<file path="src/rtl/ring_ptr_pkg.sv">
// Shared constants and types for the command ring pointer manager.
// Assumes byte offsets are 32 bits wide and ring words are 32 bits.
package ring_ptr_pkg;
    localparam int WORD_W = 32;
    localparam int WORD_BYTES = WORD_W / 8;

    // Ring bounds captured at configuration time.
    typedef struct packed {
        logic [31:0] base;
        logic [31:0] limit;
    } ring_bounds_t;
endpackage

</file>
<file path="src/rtl/ring_cfg_check.sv">
// Combinational validation of the four header offsets.
// Assumes offsets are byte offsets into a region of RING_BYTES bytes
// whose first HDR_BYTES bytes hold the header itself.
module ring_cfg_check #(
    parameter int PTR_W      = 32,
    parameter int RING_BYTES = 65536,
    parameter int MIN_SPAN   = 10240,
    parameter int HDR_BYTES  = 16
) (
    input  logic [PTR_W-1:0] lo_i,
    input  logic [PTR_W-1:0] hi_i,
    input  logic [PTR_W-1:0] nxt_i,
    input  logic [PTR_W-1:0] stp_i,
    output logic             ok_o
);
    localparam logic [PTR_W:0] LIM_X  = (PTR_W+1)'(RING_BYTES);
    localparam logic [PTR_W:0] SPAN_X = (PTR_W+1)'(MIN_SPAN);
    localparam logic [PTR_W:0] HDR_X  = (PTR_W+1)'(HDR_BYTES);

    logic aligned, fits, spans, clears_hdr;

    // Evaluate every acceptance rule in parallel.
    always_comb begin
        aligned    = ((lo_i | hi_i | nxt_i | stp_i) & PTR_W'(3)) == '0;
        fits       = {1'b0, hi_i} <= LIM_X;
        spans      = {1'b0, hi_i} >= ({1'b0, lo_i} + SPAN_X);
        clears_hdr = {1'b0, lo_i} >= HDR_X;
        ok_o       = aligned && fits && spans && clears_hdr;
    end
endmodule

</file>
<file path="src/rtl/ring_stop_ptr.sv">
// Consumer read-offset register: loads on configuration, advances one
// word per fetch and reloads the ring base at or beyond the limit.
// Assumes load and advance are never requested in the same cycle.
module ring_stop_ptr #(
    parameter int PTR_W = 32
) (
    input  logic             clk,
    input  logic             rst_n,
    input  logic             load_i,
    input  logic [PTR_W-1:0] load_val_i,
    input  logic             adv_i,
    input  logic [PTR_W-1:0] base_i,
    input  logic [PTR_W-1:0] limit_i,
    output logic [PTR_W-1:0] stop_o,
    output logic             stop_wr_o
);
    logic [PTR_W:0] step;

    // Next sequential offset, one bit wider so a carry is not lost.
    always_comb step = {1'b0, stop_o} + (PTR_W+1)'(ring_ptr_pkg::WORD_BYTES);

    // Read offset register and its write-back strobe.
    always_ff @(posedge clk) begin
        if (!rst_n) begin
            stop_o    <= '0;
            stop_wr_o <= 1'b0;
        end else begin
            stop_wr_o <= adv_i;
            if (load_i)
                stop_o <= load_val_i;
            else if (adv_i)
                stop_o <= (step >= {1'b0, limit_i}) ? base_i : step[PTR_W-1:0];
        end
    end
endmodule

</file>
<file path="src/rtl/ring_fetch_port.sv">
// Return path of the word-read port: tracks the one-cycle read latency
// and presents the memory word with a valid strobe.
// Assumes memory data is valid exactly one cycle after the read strobe.
module ring_fetch_port #(
    parameter int DATA_W = 32
) (
    input  logic              clk,
    input  logic              rst_n,
    input  logic              issue_i,
    input  logic [DATA_W-1:0] rdata_i,
    output logic              valid_o,
    output logic [DATA_W-1:0] data_o
);
    // Delay the issue strobe by the memory latency.
    always_ff @(posedge clk) begin
        if (!rst_n) valid_o <= 1'b0;
        else        valid_o <= issue_i;
    end

    // Memory data passes straight through.
    always_comb data_o = rdata_i;
endmodule

</file>
<file path="src/rtl/ring_cmd_ptr.sv">
// Top of the command ring pointer manager: validates the header offsets
// on a configuration strobe, reports empty, and fetches ring words.
// Assumes hdr_next_i tracks the producer's header word continuously.
module ring_cmd_ptr #(
    parameter int PTR_W      = 32,
    parameter int RING_BYTES = 65536,
    parameter int MIN_SPAN   = 10240,
    parameter int HDR_BYTES  = 16,
    parameter int ADDR_W     = $clog2(RING_BYTES) - 2
) (
    input  logic                           clk,
    input  logic                           rst_n,
    input  logic                           enable_i,
    input  logic                           cfg_req_i,
    input  logic [PTR_W-1:0]               hdr_min_i,
    input  logic [PTR_W-1:0]               hdr_max_i,
    input  logic [PTR_W-1:0]               hdr_next_i,
    input  logic [PTR_W-1:0]               hdr_stop_i,
    output logic                           cfg_ok_o,
    output logic                           empty_o,
    input  logic                           fetch_req_i,
    output logic                           fetch_valid_o,
    output logic [ring_ptr_pkg::WORD_W-1:0] fetch_data_o,
    output logic                           mem_rd_o,
    output logic [ADDR_W-1:0]              mem_addr_o,
    input  logic [ring_ptr_pkg::WORD_W-1:0] mem_rdata_i,
    output logic [PTR_W-1:0]               stop_o,
    output logic                           stop_wr_o
);
    localparam int SHIFT = $clog2(ring_ptr_pkg::WORD_BYTES);

    ring_ptr_pkg::ring_bounds_t bounds_q;
    logic hdr_ok, accept, cfg_ok_q, issue;

    ring_cfg_check #(
        .PTR_W(PTR_W), .RING_BYTES(RING_BYTES),
        .MIN_SPAN(MIN_SPAN), .HDR_BYTES(HDR_BYTES)
    ) u_check (
        .lo_i(hdr_min_i), .hi_i(hdr_max_i),
        .nxt_i(hdr_next_i), .stp_i(hdr_stop_i), .ok_o(hdr_ok)
    );

    // A configuration strobe is adopted only when enabled and valid.
    always_comb accept = cfg_req_i && enable_i && hdr_ok;

    // Configured flag: dropped by disable or by a rejected strobe.
    always_ff @(posedge clk) begin
        if (!rst_n)         cfg_ok_q <= 1'b0;
        else if (!enable_i) cfg_ok_q <= 1'b0;
        else if (cfg_req_i) cfg_ok_q <= hdr_ok;
    end

    // Capture the ring bounds on an accepted strobe.
    always_ff @(posedge clk) begin
        if (!rst_n)      bounds_q <= '0;
        else if (accept) bounds_q <= '{base: hdr_min_i, limit: hdr_max_i};
    end

    // Empty status and fetch issue decision.
    always_comb begin
        empty_o    = !cfg_ok_q || !enable_i || (hdr_next_i == stop_o);
        issue      = fetch_req_i && !empty_o;
        mem_rd_o   = issue;
        mem_addr_o = stop_o[SHIFT +: ADDR_W];
        cfg_ok_o   = cfg_ok_q;
    end

    ring_stop_ptr #(.PTR_W(PTR_W)) u_stop (
        .clk(clk), .rst_n(rst_n),
        .load_i(accept), .load_val_i(hdr_stop_i),
        .adv_i(issue), .base_i(bounds_q.base), .limit_i(bounds_q.limit),
        .stop_o(stop_o), .stop_wr_o(stop_wr_o)
    );

    ring_fetch_port #(.DATA_W(ring_ptr_pkg::WORD_W)) u_fetch (
        .clk(clk), .rst_n(rst_n), .issue_i(issue),
        .rdata_i(mem_rdata_i), .valid_o(fetch_valid_o), .data_o(fetch_data_o)
    );
endmodule

</file>
<file path="config.mk">
export PLATFORM = sky130hd
export DESIGN_NAME = ring_cmd_ptr
export DESIGN_NICKNAME = d
export VERILOG_FILES = /design/src/rtl/ring_ptr_pkg.sv /design/src/rtl/ring_cfg_check.sv /design/src/rtl/ring_stop_ptr.sv /design/src/rtl/ring_fetch_port.sv /design/src/rtl/ring_cmd_ptr.sv
export SDC_FILE = /design/constraint.sdc
export NUM_CORES = 1
export LEC_CHECK = 0
export BUFFER_PORTS_ARGS = -buffer_cell sky130_fd_sc_hd__buf_2
export CAP_MARGIN = 0
export CORE_MARGIN = 3
export CORE_UTILIZATION = 43
export DETAILED_ROUTE_END_ITERATION = 16
export PLACE_DENSITY = 0.69
export SLEW_MARGIN = 20
export SYNTH_ARGS = -nofsm -noshare
export SYNTH_HDL_FRONTEND = slang
export SYNTH_SLANG_ARGS = --single-unit
</file>
<file path="constraint.sdc">
create_clock -name clk -period 4.4 [get_ports clk]
set_clock_uncertainty 0.1 [all_clocks]
set_input_delay 0.88 -clock clk [delete_from_list [all_inputs] [get_ports clk]]
set_output_delay 0.88 -clock clk [all_outputs]
set_load 0.01 [all_outputs]
</file>
== Word level (Yosys, flattened, before mapping) ==
Cells that the tools add are included.
Storage, ports and cells
  register bits after elaboration: 98
  bits of input ports: 165
  output and inout port bits: 83
  logic and storage cells: 32
Cells by class
  $add $sub $neg: 2
  $lt $le $gt $ge: 4
  equality and inequality tests: 1
  muxes and demuxes: 3
  bitwise logic cells: 3
  reductions and logical operators: 14
Operator list (count)
  $mux W32: 3
  $add A32 B14 Y33 const B: 1
  $add A32 B3 Y33 const B: 1
  $ge A32 B33 Y1: 1
  $ge A33 B32 Y1: 1
  $eq A32 B32 Y1: 1
  $ge A32 B5 Y1 const B: 1
  $le A32 B17 Y1 const B: 1
  $logic_not A32 Y1: 1
  $logic_and A1 B1 Y1: 6
  $or A2 B2 Y2: 3
  $logic_not A1 Y1: 3
  $logic_or A1 B1 Y1: 2
  $reduce_and A2 Y1: 1
  $reduce_bool A2 Y1: 1

== Logic depth before layout (Yosys ltp) ==
Gate-level depths: netlist of the first run.
  depth after elaboration: 9
  depth in mapped cells: 17
  gate-level depth less buffers: 15

== By module ==
From an unflattened synthesis of the first run, not the netlist that was laid out.
Second synthesis, totals
  cell total of the unflattened synthesis: 956
  area, all modules: 7552.2 um^2
By module, submodules not included
  ring_stop_ptr: times used 1, cells each 411, area each 3156.8 um^2, sequential area each 660.6 um^2
  ring_cmd_ptr: times used 1, cells each 341, area each 2860.2 um^2, sequential area each 1301.2 um^2
  ring_cfg_check: times used 1, cells each 170, area each 1268.7 um^2, sequential area each 0.0 um^2
  ring_fetch_port: times used 1, cells each 34, area each 266.5 um^2, sequential area each 20.0 um^2

== Worst setup path after synthesis of the first run ==
OpenSTA, ideal clock, no wires.
  path type: in2reg
  start point: input hdr_min_i[14]
  end point: register u_stop.stop_o[11]
  arrival time: 3.693 ns
  data required time: 4.167 ns
  setup slack: 0.473 ns
  stages on the path: 17
  path buffers: 3
  cell sequence: clkbuf_1 -> o2111ai_1 -> nor2_1 -> nand2_1 -> nor2_1 -> xnor2_1 -> ha_1 -> and4_1 -> nand4_1 -> nor2_1 -> a221o_1 -> a21oi_1 -> a2111o_1 -> buf_2 -> nand2_1 -> buf_2 -> o22ai_1
On the way
  word-level cells in the longest chain between the ends: 6
  elaborated cells on any way between the ends: 8
RTL lines
  from (decl): line ring_cmd_ptr.sv:15  | input logic [PTR_W-1:0] hdr_min_i,
  $add A32 B14 Y33: line ring_cfg_check.sv:26  | spans = {1'b0, hi_i} >= ({1'b0, lo_i} + SPAN_X);
  $ge A32 B33 Y1: line ring_cfg_check.sv:26
  $logic_and A1 B1 Y1: line ring_cfg_check.sv:28  | ok_o = aligned && fits && spans && clears_hdr;
  $logic_and A1 B1 Y1 *: line ring_cfg_check.sv:28
  $logic_and A1 B1 Y1 *: line ring_cmd_ptr.sv:44  | always_comb accept = cfg_req_i && enable_i && hdr_ok;
  $mux W32 or $reduce_bool A2 Y1 (tied branches)
  to (signal assigned): line ring_stop_ptr.sv:30  | stop_o <= load_val_i;
  to (signal assigned): line ring_stop_ptr.sv:32  | stop_o <= (step >= {1'b0, limit_i}) ? base_i : step[PTR_W-1:0];
  to (decl): line ring_stop_ptr.sv:14  | output logic [PTR_W-1:0] stop_o,
Mark *: on every way between the ends. The rest lies on a longest branch, timed or not.
A chain may end at the register's enable or synchronous reset.

== Worst setup path after layout of the first run ==
  start point: register u_stop.stop_o[3]
  end point: register u_stop.stop_o[22]
On the way
  word-level cells in the longest chain between the ends: 5
  elaborated cells on any way between the ends: 10
RTL lines (line)
  $add A32 B3 Y33 or $eq A32 B32 Y1 (tied branches): ring_stop_ptr.sv:20, ring_cmd_ptr.sv:61
  $ge A33 B32 Y1 or $logic_or A1 B1 Y1 (tied branches): ring_stop_ptr.sv:32, ring_cmd_ptr.sv:61
  $mux W32 or $logic_not A1 Y1 (tied branches): ring_stop_ptr.sv:32, ring_cmd_ptr.sv:62
  $mux W32 or $logic_and A1 B1 Y1 (tied branches): ring_stop_ptr.sv:31, ring_cmd_ptr.sv:62
  $mux W32 or $reduce_bool A2 Y1 (tied branches)
Several ways; a longest one is shown, not always the timed one. The select of a mux whose other input is x is not followed.

==> flow_metrics.env, run 1 <==
export IMPL_power_switching_uw=526
export IMPL_routabilityCongestion=0.912
export IMPL_drtIter0Drc=568
export IMPL_yosysTopAreaCell="dfxtp_1"
export IMPL_critPathLaunchType="flop"
export IMPL_io_pins=248
export IMPL_synthesis_area_um2=7640
export IMPL_power_internal_mw=1.40
export IMPL_synth_edf_count=0
export IMPL_synth_avg_cell_area_um2=7.58
export IMPL_setup_violations=0
export IMPL_path_clk_slew_ps=70
export IMPL_postCtsSetupBuffers=0
export IMPL_cts_tree="yes"
export IMPL_synth_flop_cell="dfxtp_1"
export IMPL_status="complete, no violations"
export IMPL_max_cap_violations=0
export IMPL_clk_latency_ps=350
export IMPL_post_route_drc_count=0
export IMPL_max_freq_mhz=245
export IMPL_timing_rr_end="u_stop.stop_o[22]"
export IMPL_synthTopCellsByCount="nand2_1, dfxtp_1, nor2_1"
export IMPL_period_minus_slack_ps=4090
export IMPL_clockRootBuffer="clkbuf_16"
export IMPL_synth_seq_cells=98
export IMPL_hold_violations=0
export IMPL_synth_most_common_cell="nand2_1"
export IMPL_critPathArrivalTime_ps=4260
export IMPL_post_drt_wl_per_cell_um=17.9
export IMPL_hold_ws_ps=341
export IMPL_pwr_share_comb_pct=12.6
export IMPL_grtUsageTotal_pct=24.9
export IMPL_yosysUniqueCellTypes=60
export IMPL_detail_route_antenna_nets=0
export IMPL_r2r_start="u_stop.stop_o[3]"
export IMPL_finalWirelength_um=24500
export IMPL_yosysSeqAreaShare_pct=25.7
export IMPL_tightest_slew_ps=918
export IMPL_dpl_hpwl_um=19500
export IMPL_relSlewSlack_pct=38.8
export IMPL_cp_max_fo=22
export IMPL_synthCells=1008
export IMPL_port_buffers=183
export IMPL_power_frac_seq_pct=46.1
export IMPL_crit_type="reg2reg"
export IMPL_cts_hold_buf=0
export IMPL_clockPowerShare_pct=41.3
export IMPL_swShare_pct=27.4
export IMPL_die_x_um=139
export IMPL_fin_tns_setup_ps=0
export IMPL_grt_antenna_before_repair=1
export IMPL_endpoint="u_stop.stop_o[22]"
export IMPL_crit_path_end_kind="flop"
export IMPL_drive_gt1_share_pct=23.5
export IMPL_grt_overflow=0
export IMPL_grt_pass1_vias=7197
export IMPL_r2r_cells=16
export IMPL_leakage_nw=3.95
export IMPL_grt_pass1_wl_um=39100
export IMPL_slew_viol_final=0
export IMPL_core_area_um2=17400
export IMPL_synth_fp_nets=1241
export IMPL_floorplan_rows=48
export IMPL_rsz0062_at_grt="no"
export IMPL_area_delta_synth_final_pct=17.2
export IMPL_n_antenna_cell=0
export IMPL_required_ps=4580
export IMPL_drt_pass1_iter_count=5
export IMPL_fp_dieArea_um2=19400
export IMPL_yosysWarnings=0
export IMPL_synthDominantCellAreaShare_pct=25.7
export IMPL_grt_max_degree=59
export IMPL_ys_async_sr_fraction_pct=0
export IMPL_dieHeight_um=139
export IMPL_cts_buffer_depth=2
export IMPL_nets=1375
export IMPL_max_vdd_ir_drop_mv=0.148
export IMPL_hold_path_class="reg2reg"
export IMPL_h_tree_depth=3
export IMPL_vias_per_cell=5.54
export IMPL_rrSetupSlack_ps=310
export IMPL_start_util_pct=44.0
export IMPL_critPathLaunch="u_stop.stop_o[3]"
export IMPL_numCtsBuffers=9
export IMPL_cellPowerDensity_nw_per_um2=215
export IMPL_min_period_over_period_pct=92.9
export IMPL_dr_total_vias=7596
export IMPL_clock_sinks=98
export IMPL_synth_area_leaders="dfxtp_1, ha_1, nand2_1, xor2_1, a21boi_1"
timing repair:
action | CTS | global route
hold endpoints to repair | 0 | 0
setup endpoints to repair | 0 | 1
gates resized for setup | 0 | 1
area by class of cell:
type	instances	area [µm²]
Fill cell	1736	8400
Multi-Input combinational cell	744	4850
Sequential cell	98	1960
Timing Repair Buffer	229	1340
Tap cell	225	282
Clock buffer	9	225
Inverter	60	225
Clock inverter	7	70.1
critical path: stages (launching register included):
cell and delay (ps):
dfxtp_1 430, ha_1 260, nand3_1 190, nor3_1 220
buf_4 160, and4_1 230, xor2_1 230, ha_1 290
nand4_1 140, nor2_1 80, a221oi_1 320, a41oi_1 230
o211ai_1 260, buf_4 320, nand3_1 130, a31o_1 240
a21oi_1 160
power groups by stage:
stage	clock network, mW	logic, mW	registers, mW
2_1_floorplan	0	0.137	0.907
3_5_place_dp	0	0.239	0.907
6_report	0.794	0.242	0.886
3_3_place_gp	0	0.237	0.907
4_1_cts	0.799	0.241	0.886
5_1_grt	0.843	0.269	0.886
registers in the layout, summed over array words and instances (netlist names):
signal and cells:
cfg_ok_o 1, bounds_q 64, u_fetch.valid_o 1, u_stop.stop_o 32
cell families after synthesis:
logic type	after synthesis	synth area share [%]
AOI/OAI and AO/OA	229	19.8
DFF	98	25.7
xor gates and xnor gates	79	9.25
and+or+nand+nor	366	22.9
buffers and inverters	166	11.0
adders and majority gates	68	11.1
muxes	2	0.262
metal layers:
| metal | vias to the layer above | GRT usage [%] | share of wire, % |
|---|---|---|---|
| met4 | 2 | 8.24 | 2.8 |
| met2 | 343 | 37.6 | 44 |
| met1 | 3467 | 36.2 | 45 |
| li1 | 3732 | - | - |
| met5 | - | 0 | 0.037 |
| met3 | 52 | 3.81 | 8.3 |
worst min path at each step:
| stage | startpoint | end | slack, ps | depth (start not counted) |
|---|---|---|---|---|
| global route | bounds_q[24] | bounds_q[24] | 370 | 2 |
| CTS | bounds_q[24] | bounds_q[24] | 350 | 2 |
| detailed placement | bounds_q[24] | bounds_q[24] | 340 | 2 |
| global placement | bounds_q[20] | bounds_q[20] | 330 | 2 |
| finish | bounds_q[24] | bounds_q[24] | 340 | 2 |
| floorplan | bounds_q[17] | bounds_q[17] | 320 | 2 |
through the flow:
stage | cells | setup WS (ps) | power (mW) | instance area (µm²) | util [%]
4_1_cts | 1372 | 352 | 1.93 | 8950 | 51.6
3_3_place_gp | 1356 | 98.1 | 1.14 | 8660 | 49.9
5_1_grt | 1372 | 5.81 | 2.00 | 8950 | 51.6
6_report | 1372 | 315 | 1.92 | 8950 | 51.6
3_5_place_dp | 1356 | 44.8 | 1.15 | 8660 | 49.9
2_1_floorplan | 1008 | 473 | 1.04 | 7640 | -
cell usage in the layout (no fill, tap or decap), drive strengths merged, types with 3 or more instances in the layout:
| master | n |
|---|---|
| buf | 229 |
| nand2 | 154 |
| dfxtp | 98 |
| nor2 | 72 |
| ha | 68 |
| inv | 64 |
| o21ai | 54 |
| a21oi | 50 |
| a21boi | 49 |
| xor2 | 47 |
| nand3 | 39 |
| xnor2 | 32 |
| nand4 | 27 |
| nor4 | 27 |
| a31o | 20 |
| a21o | 10 |
| o211ai | 9 |
| clkbuf | 9 |
| a211oi | 9 |
| nor3 | 8 |
| nor2b | 8 |
| o22ai | 8 |
| and4 | 7 |
| and3 | 6 |
| and2 | 3 |
| nand2b | 3 |
| nand3b | 3 |
| o2111a | 3 |
| clkinv | 3 |
Power figures use the tool's default switching activity.
==> run 2, diff against run 1 <==
--- a/config.mk
+++ b/config.mk
@@ -8,9 +8,9 @@
 export BUFFER_PORTS_ARGS = -buffer_cell sky130_fd_sc_hd__buf_2
 export CAP_MARGIN = 0
 export CORE_MARGIN = 3
-export CORE_UTILIZATION = 43
+export CORE_UTILIZATION = 52
 export DETAILED_ROUTE_END_ITERATION = 16
-export PLACE_DENSITY = 0.69
+export PLACE_DENSITY = 0.82
 export SLEW_MARGIN = 20
 export SYNTH_ARGS = -nofsm -noshare
 export SYNTH_HDL_FRONTEND = slang
==> constraint.sdc (replaced) <==
create_clock -name clk -period 4.56 [get_ports clk]
set_clock_uncertainty 0.1 [all_clocks]
set_input_delay 0.912 -clock clk [delete_from_list [all_inputs] [get_ports clk]]
set_output_delay 0.912 -clock clk [all_outputs]
set_load 0.01 [all_outputs]
==> flow_metrics.env, run 2 (same netlist as run 1, synthesis figures left out) <==
export IMPL_h_tree_depth=3
export IMPL_fp_dieArea_um2=16200
export IMPL_n_antenna_cell=0
export IMPL_nets=1367
export IMPL_status="complete, no violations"
export IMPL_cts_buffer_depth=2
export IMPL_drt_pass1_iter_count=5
export IMPL_finalWorstSetupSlack_ps=430
export IMPL_path_clk_slew_ps=70
export IMPL_post_route_drc_count=0
export IMPL_grt_pass1_vias=7207
export IMPL_critPathArrivalTime_ps=4310
export IMPL_regMostFlops="bounds_q"
export IMPL_finalWirelength_um=23800
export IMPL_grt_antenna_before_repair=0
export IMPL_rrSetupSlack_ps=450
export IMPL_final_common_cell="buf_2"
export IMPL_core_area_um2=14100
export IMPL_grtUsageTotal_pct=29.3
export IMPL_die_x_um=127
export IMPL_dr_total_vias=7708
export IMPL_dieHeight_um=127
export IMPL_clockRootBuffer="clkbuf_16"
export IMPL_drive_gt1_share_pct=22.9
export IMPL_postCtsSetupBuffers=0
export IMPL_holdPathStages=2
export IMPL_cellPowerDensity_nw_per_um2=214
export IMPL_grt_pass1_wl_um=37800
export IMPL_port_buffers=183
export IMPL_critPathLaunchType="input port"
export IMPL_setup_violations=0
export IMPL_hp_start="bounds_q[30]"
export IMPL_cp_max_fo=19
export IMPL_routabilityCongestion=0.916
export IMPL_tightest_slew_ps=812
export IMPL_crit_path_end_kind="flop"
export IMPL_min_period_over_period_pct=90.6
export IMPL_cts_resized=0
export IMPL_r2r_start="u_stop.stop_o[5]"
export IMPL_cts_hold_buf=0
export IMPL_largest_registers="bounds_q: 64 flops, u_stop.stop_o: 32 flops"
export IMPL_relSlewSlack_pct=45.9
export IMPL_fin_tns_setup_ps=0
export IMPL_floorplan_rows=43
export IMPL_timing_rr_end="u_stop.stop_o[26]"
export IMPL_post_drt_wl_per_cell_um=18.0
export IMPL_period_minus_slack_ps=4130
export IMPL_holdPathEnd="bounds_q[30]"
export IMPL_numCtsBuffers=9
export IMPL_clk_latency_ps=350
export IMPL_max_vdd_ir_drop_mv=0.168
export IMPL_clock_sinks=98
export IMPL_io_pins=248
export IMPL_p_total_mw=1.90
export IMPL_place_ws_ps=28.6
export IMPL_vias_per_cell=5.84
export IMPL_leakage_nw=3.92
export IMPL_crit_type="in2reg"
export IMPL_area_delta_synth_final_pct=16.0
export IMPL_dpl_hpwl_um=18900
export IMPL_grt_overflow=0
export IMPL_detail_route_antenna_nets=0
export IMPL_start_util_pct=54.0
export IMPL_max_cap_violations=0
export IMPL_largest_register_ffs=64
export IMPL_drtIter0Drc=915
export IMPL_grt_max_degree=73
export IMPL_hold_violations=0
export IMPL_cts_tree="yes"
export IMPL_rsz0062_at_grt="no"
export IMPL_final_cell_mix="buf_2, nand2_1, dfxtp_1"
export IMPL_slew_viol_final=0
export IMPL_r2r_cells=14
export IMPL_hold_path_class="reg2reg"
export IMPL_fillers=1266
export IMPL_max_freq_mhz=242
export IMPL_required_ps=4740
run 2: how the worst max path moves through the flow:
stage | depth (start not counted) | start | end | slack [ps]
CTS | 16 | hdr_min_i[11] | u_stop.stop_o[3] | 400
global route | 14 | u_stop.stop_o[5] | u_stop.stop_o[26] | 60
floorplan | 17 | hdr_min_i[14] | u_stop.stop_o[11] | 600
finish | 17 | hdr_min_i[12] | bounds_q[5] | 430
global placement | 16 | hdr_min_i[11] | u_stop.stop_o[3] | 100
detailed placement | 16 | hdr_min_i[11] | u_stop.stop_o[3] | 30
run 2: per-layer routing:
metal | share of wire [%] | GRT usage, % | up-vias | wire [µm]
li1 | - | - | 3713 | -
met1 | 44 | 41.3 | 3545 | 10400
met2 | 44 | 44.8 | 399 | 10600
met3 | 9.3 | 5.77 | 51 | 2220
met4 | 2.7 | 9.78 | 0 | 639
met5 | 0 | 0 | - | 0
run 2: worst max-delay path, stage by stage:
cell	delay (ps)
buf_2	120
ha_1	200
o2111ai_1	180
nor2_1	220
nand2_1	150
nor2_1	140
xnor2_1	130
ha_1	260
and4_1	240
a221oi_1	340
o21ai_0	150
o211ai_1	370
a2111o_2	300
buf_12	170
buf_4	200
nand2_1	80
a21boi_1	120
run 2: cell type report:
type                    count  area [µm²]  share of cell area [%]
clock inverters             7        92.6                    1.04
clock buffers               9         225                    2.54
well taps                 180         225                    2.54
repair buffers            221        1280                    14.4
multi-input cells         744        4850                    54.8
inverters                  60         225                    2.54
flip-flops and latches     98        1960                    22.1
run 2: metrics by stage:
stage / utilization, % / cells / hold WS, ps / cell area (µm²)
floorplan: - / 1008 / 322 / 7640
detailed placement: 60.4 / 1303 / 335 / 8540
global placement: 60.4 / 1303 / 332 / 8540
CTS: 62.6 / 1319 / 347 / 8860
global route: 62.6 / 1319 / 357 / 8860
finish: 62.6 / 1319 / 345 / 8860
run 2: where the power goes:
group / internal (mW) / total [mW] / leakage, nW / switching [mW]
logic: 0.102 / 0.227 / 2.97 / 0.125
registers: 0.855 / 0.855 / 0.789 / 0.0000000100
clock network: 0.443 / 0.815 / 0.157 / 0.372
==> run 3, diff against run 2 <==
--- a/config.mk
+++ b/config.mk
@@ -14,4 +14,5 @@
 export SLEW_MARGIN = 20
 export SYNTH_ARGS = -nofsm -noshare
 export SYNTH_HDL_FRONTEND = slang
+export SYNTH_HIERARCHICAL = 1
 export SYNTH_SLANG_ARGS = --single-unit
==> constraint.sdc (replaced) <==
create_clock -name clk -period 4.56 [get_ports clk]
set_clock_uncertainty 0.1 [all_clocks]
set_input_delay 0.456 -clock clk [delete_from_list [all_inputs] [get_ports clk]]
set_output_delay 0.456 -clock clk [all_outputs]
set_load 0.01 [all_outputs]
==> flow_metrics.env, run 3 <==
export IMPL_status="complete, no violations"
export IMPL_met2_length_um=10300
export IMPL_synth_seq_cells=99
export IMPL_cpPeakStageDelay_ps=450
export IMPL_rrSetupSlack_ps=370
export IMPL_synth_fp_nets=1189
export IMPL_floorplan_rows=43
export IMPL_placed_cell_area_um2=8270
export IMPL_place_ws_ps=279
export IMPL_h_tree_depth=3
export IMPL_max_freq_mhz=239
export IMPL_dieHeight_um=127
export IMPL_crit_path_end_kind="flop"
export IMPL_relSlewSlack_pct=30.0
export IMPL_grt_pass1_vias=6882
export IMPL_min_period_over_period_pct=91.9
export IMPL_port_buffers=183
export IMPL_r2r_start="u_stop/stop_o[2]"
export IMPL_max_cap_violations=0
export IMPL_regMostFlops="bounds_q"
export IMPL_core_area_um2=14000
export IMPL_max_vdd_ir_drop_mv=0.147
export IMPL_slew_viol_final=0
export IMPL_drive_gt1_share_pct=21.9
export IMPL_synth_flop_cell="dfxtp_1"
export IMPL_finalWorstSetupSlack_ps=369
export IMPL_dpl_hpwl_um=17800
export IMPL_clock_sinks=99
export IMPL_post_drt_wl_per_cell_um=18.3
export IMPL_start_util_pct=53.8
export IMPL_fp_dieArea_um2=16000
export IMPL_fin_cells=1261
export IMPL_critPathLaunchType="flop"
export IMPL_yosysSeqAreaShare_pct=26.2
export IMPL_yosysUniqueCellTypes=64
export IMPL_finalWirelength_um=23000
export IMPL_die_x_um=127
export IMPL_crit_top_cell="ha_1"
export IMPL_holdPathStages=3
export IMPL_grt_antenna_before_repair=0
export IMPL_dpl_cell_count=1245
export IMPL_cts_resized=0
export IMPL_hold_path_class="in2reg"
export IMPL_path_clk_slew_ps=70
export IMPL_synthesis_area_um2=7550
export IMPL_synthTopCellsByCount="nand2_1, dfxtp_1, ha_1"
export IMPL_worstPathCellList="ha_1 > nand3_2 > nor4_4 > and2_4 > nand4_1 > xnor2_1 > ha_1 > a21o_1 > a21oi_1 > o22ai_1 > a311oi_1 > o211a_4 > buf_12 > mux2_4 > a21oi_2"
export IMPL_finalInstanceArea_um2=8580
export IMPL_drtIter0Drc=1050
export IMPL_critPathSlowestCell="nor4_4"
export IMPL_clockRootBuffer="clkbuf_16"
export IMPL_hold_ws_ps=275
export IMPL_period_minus_slack_ps=4190
export IMPL_area_delta_synth_final_pct=13.6
export IMPL_largest_register_ffs=64
export IMPL_fin_tns_setup_ps=0
export IMPL_setup_violations=0
export IMPL_cp_max_fo=33
export IMPL_cellPowerDensity_nw_per_um2=219
export IMPL_yosysWarnings=6
export IMPL_yosysTopAreaCell="dfxtp_1"
export IMPL_grt_overflow=0
export IMPL_cts_buffer_depth=2
export IMPL_grt_max_degree=76
export IMPL_utilization_pct=61.1
export IMPL_critPathArrivalTime_ps=4370
export IMPL_nets=1309
export IMPL_cp_top_family="compound AO/OA/AOI/OAI gates"
export IMPL_cts_tree="yes"
export IMPL_largest_registers="bounds_q: 64 flops, u_stop/stop_o: 32 flops"
export IMPL_routabilityCongestion=0.961
export IMPL_final_common_cell="buf_2"
export IMPL_n_antenna_cell=0
export IMPL_rsz0062_at_grt="no"
export IMPL_clk_latency_ps=340
export IMPL_vias_per_cell=5.89
export IMPL_synthDominantCellAreaShare_pct=26.2
export IMPL_leakage_nw=3.59
export IMPL_dr_wl_met3_um=2070
export IMPL_hold_violations=0
export IMPL_tightest_slew_ps=1050
export IMPL_numCtsBuffers=9
export IMPL_r2r_cells=15
export IMPL_grtUsageTotal_pct=27.8
export IMPL_post_route_drc_count=0
export IMPL_m1WireLength_um=10300
export IMPL_final_cell_mix="buf_2, nand2_1, dfxtp_1"
export IMPL_path_buf_inv=1
export IMPL_synth_avg_cell_area_um2=7.90
export IMPL_grt_pass1_wl_um=36000
export IMPL_highest_layer="met4"
export IMPL_detail_route_antenna_nets=0
export IMPL_synth_most_common_cell="nand2_1"
export IMPL_hp_start="hdr_max_i[6]"
export IMPL_required_ps=4740
export IMPL_holdPathEnd="bounds_q[6]"
export IMPL_timing_rr_end="u_stop/stop_o[12]"
export IMPL_cts_hold_buf=0
export IMPL_crit_type="reg2reg"
export IMPL_synth_edf_count=0
export IMPL_io_pins=248
export IMPL_ys_async_sr_fraction_pct=0
export IMPL_synth_area_leaders="dfxtp_1, ha_1, nand2_1, xor2_1, a21boi_0"
export IMPL_p_total_mw=1.88
export IMPL_synthCells=956
export IMPL_drt_pass1_iter_count=5
export IMPL_dr_total_vias=7428
export IMPL_postCtsSetupBuffers=0
run 3: cell types whose count changed after synthesis, moves of 8 or more:
cell      previous run  this run
nor2_1              72        16
a21boi_0             0        51
a21boi_1            49        13
a31oi_1              1        27
nand3b_1             3        25
o21ai_0             54        40
nand2_1            153       164
a31o_2              11         1
buf_2               22        12
nand3_1             38        47
a31o_1               9         1
clkbuf_1            32        24
o211ai_1             9         1
run 3: worst max path at each step:
stage          cells past startpoint        startpoint           endpoint
2_1_floorplan                     19     hdr_min_i[15]  u_stop/stop_o[12]
6_report                          15  u_stop/stop_o[2]  u_stop/stop_o[12]
4_1_cts                           15  u_stop/stop_o[2]  u_stop/stop_o[12]
3_5_place_dp                      17     hdr_min_i[14]  u_stop/stop_o[31]
5_1_grt                           15  u_stop/stop_o[2]  u_stop/stop_o[12]
3_3_place_gp                      17     hdr_min_i[14]  u_stop/stop_o[31]
run 3: per-layer routing:
layer  vias to the layer above  global-route usage (%)
met5                         -                       0
met4                         0                    6.44
met3                        24                    2.95
met2                       427                    43.6
met1                      3418                    41.1
li1                       3559                       -
run 3: kinds of logic (layout without fill, tap and decap cells):
group | after synthesis | count (layout) | synth area share [%]
AO/OA/AOI/OAI | 212 | 212 | 18.2
XOR/XNOR | 79 | 79 | 9.16
adder cells (fa/ha/maj) | 68 | 68 | 11.3
buffers and inverters | 147 | 272 | 10.5
flip-flops | 99 | 99 | 26.2
multiplexers | 3 | 3 | 0.497
AND/OR/NAND/NOR | 348 | 348 | 24.1
run 3: power by group:
group	switching [mW]	leakage, nW	internal, mW	total, mW
Sequential	0.0000000115	0.797	0.864	0.864
Combinational	0.125	2.64	0.0973	0.222
Clock	0.352	0.150	0.446	0.798
run 3: final cells by class:
class / count / area (µm²)
fillers: 1259 / 5460
multi-input cells: 710 / 4780
flip-flops and latches: 99 / 1980
repair buffers: 202 / 1080
clock buffers: 10 / 239
well taps: 180 / 225
inverters: 54 / 203
clock inverters: 6 / 68.8
run 3: worst reg2reg max path, cell delays in order (launching register included):
cell and delay, ps:
dfxtp_1 400, ha_1 230, nand3_2 170, nor4_4 450, and2_4 250, nand4_1 120, xnor2_1 310, ha_1 310
a21o_1 160, a21oi_1 140, o22ai_1 90, a311oi_1 390, o211a_4 350, buf_12 210, mux2_4 330, a21oi_2 110
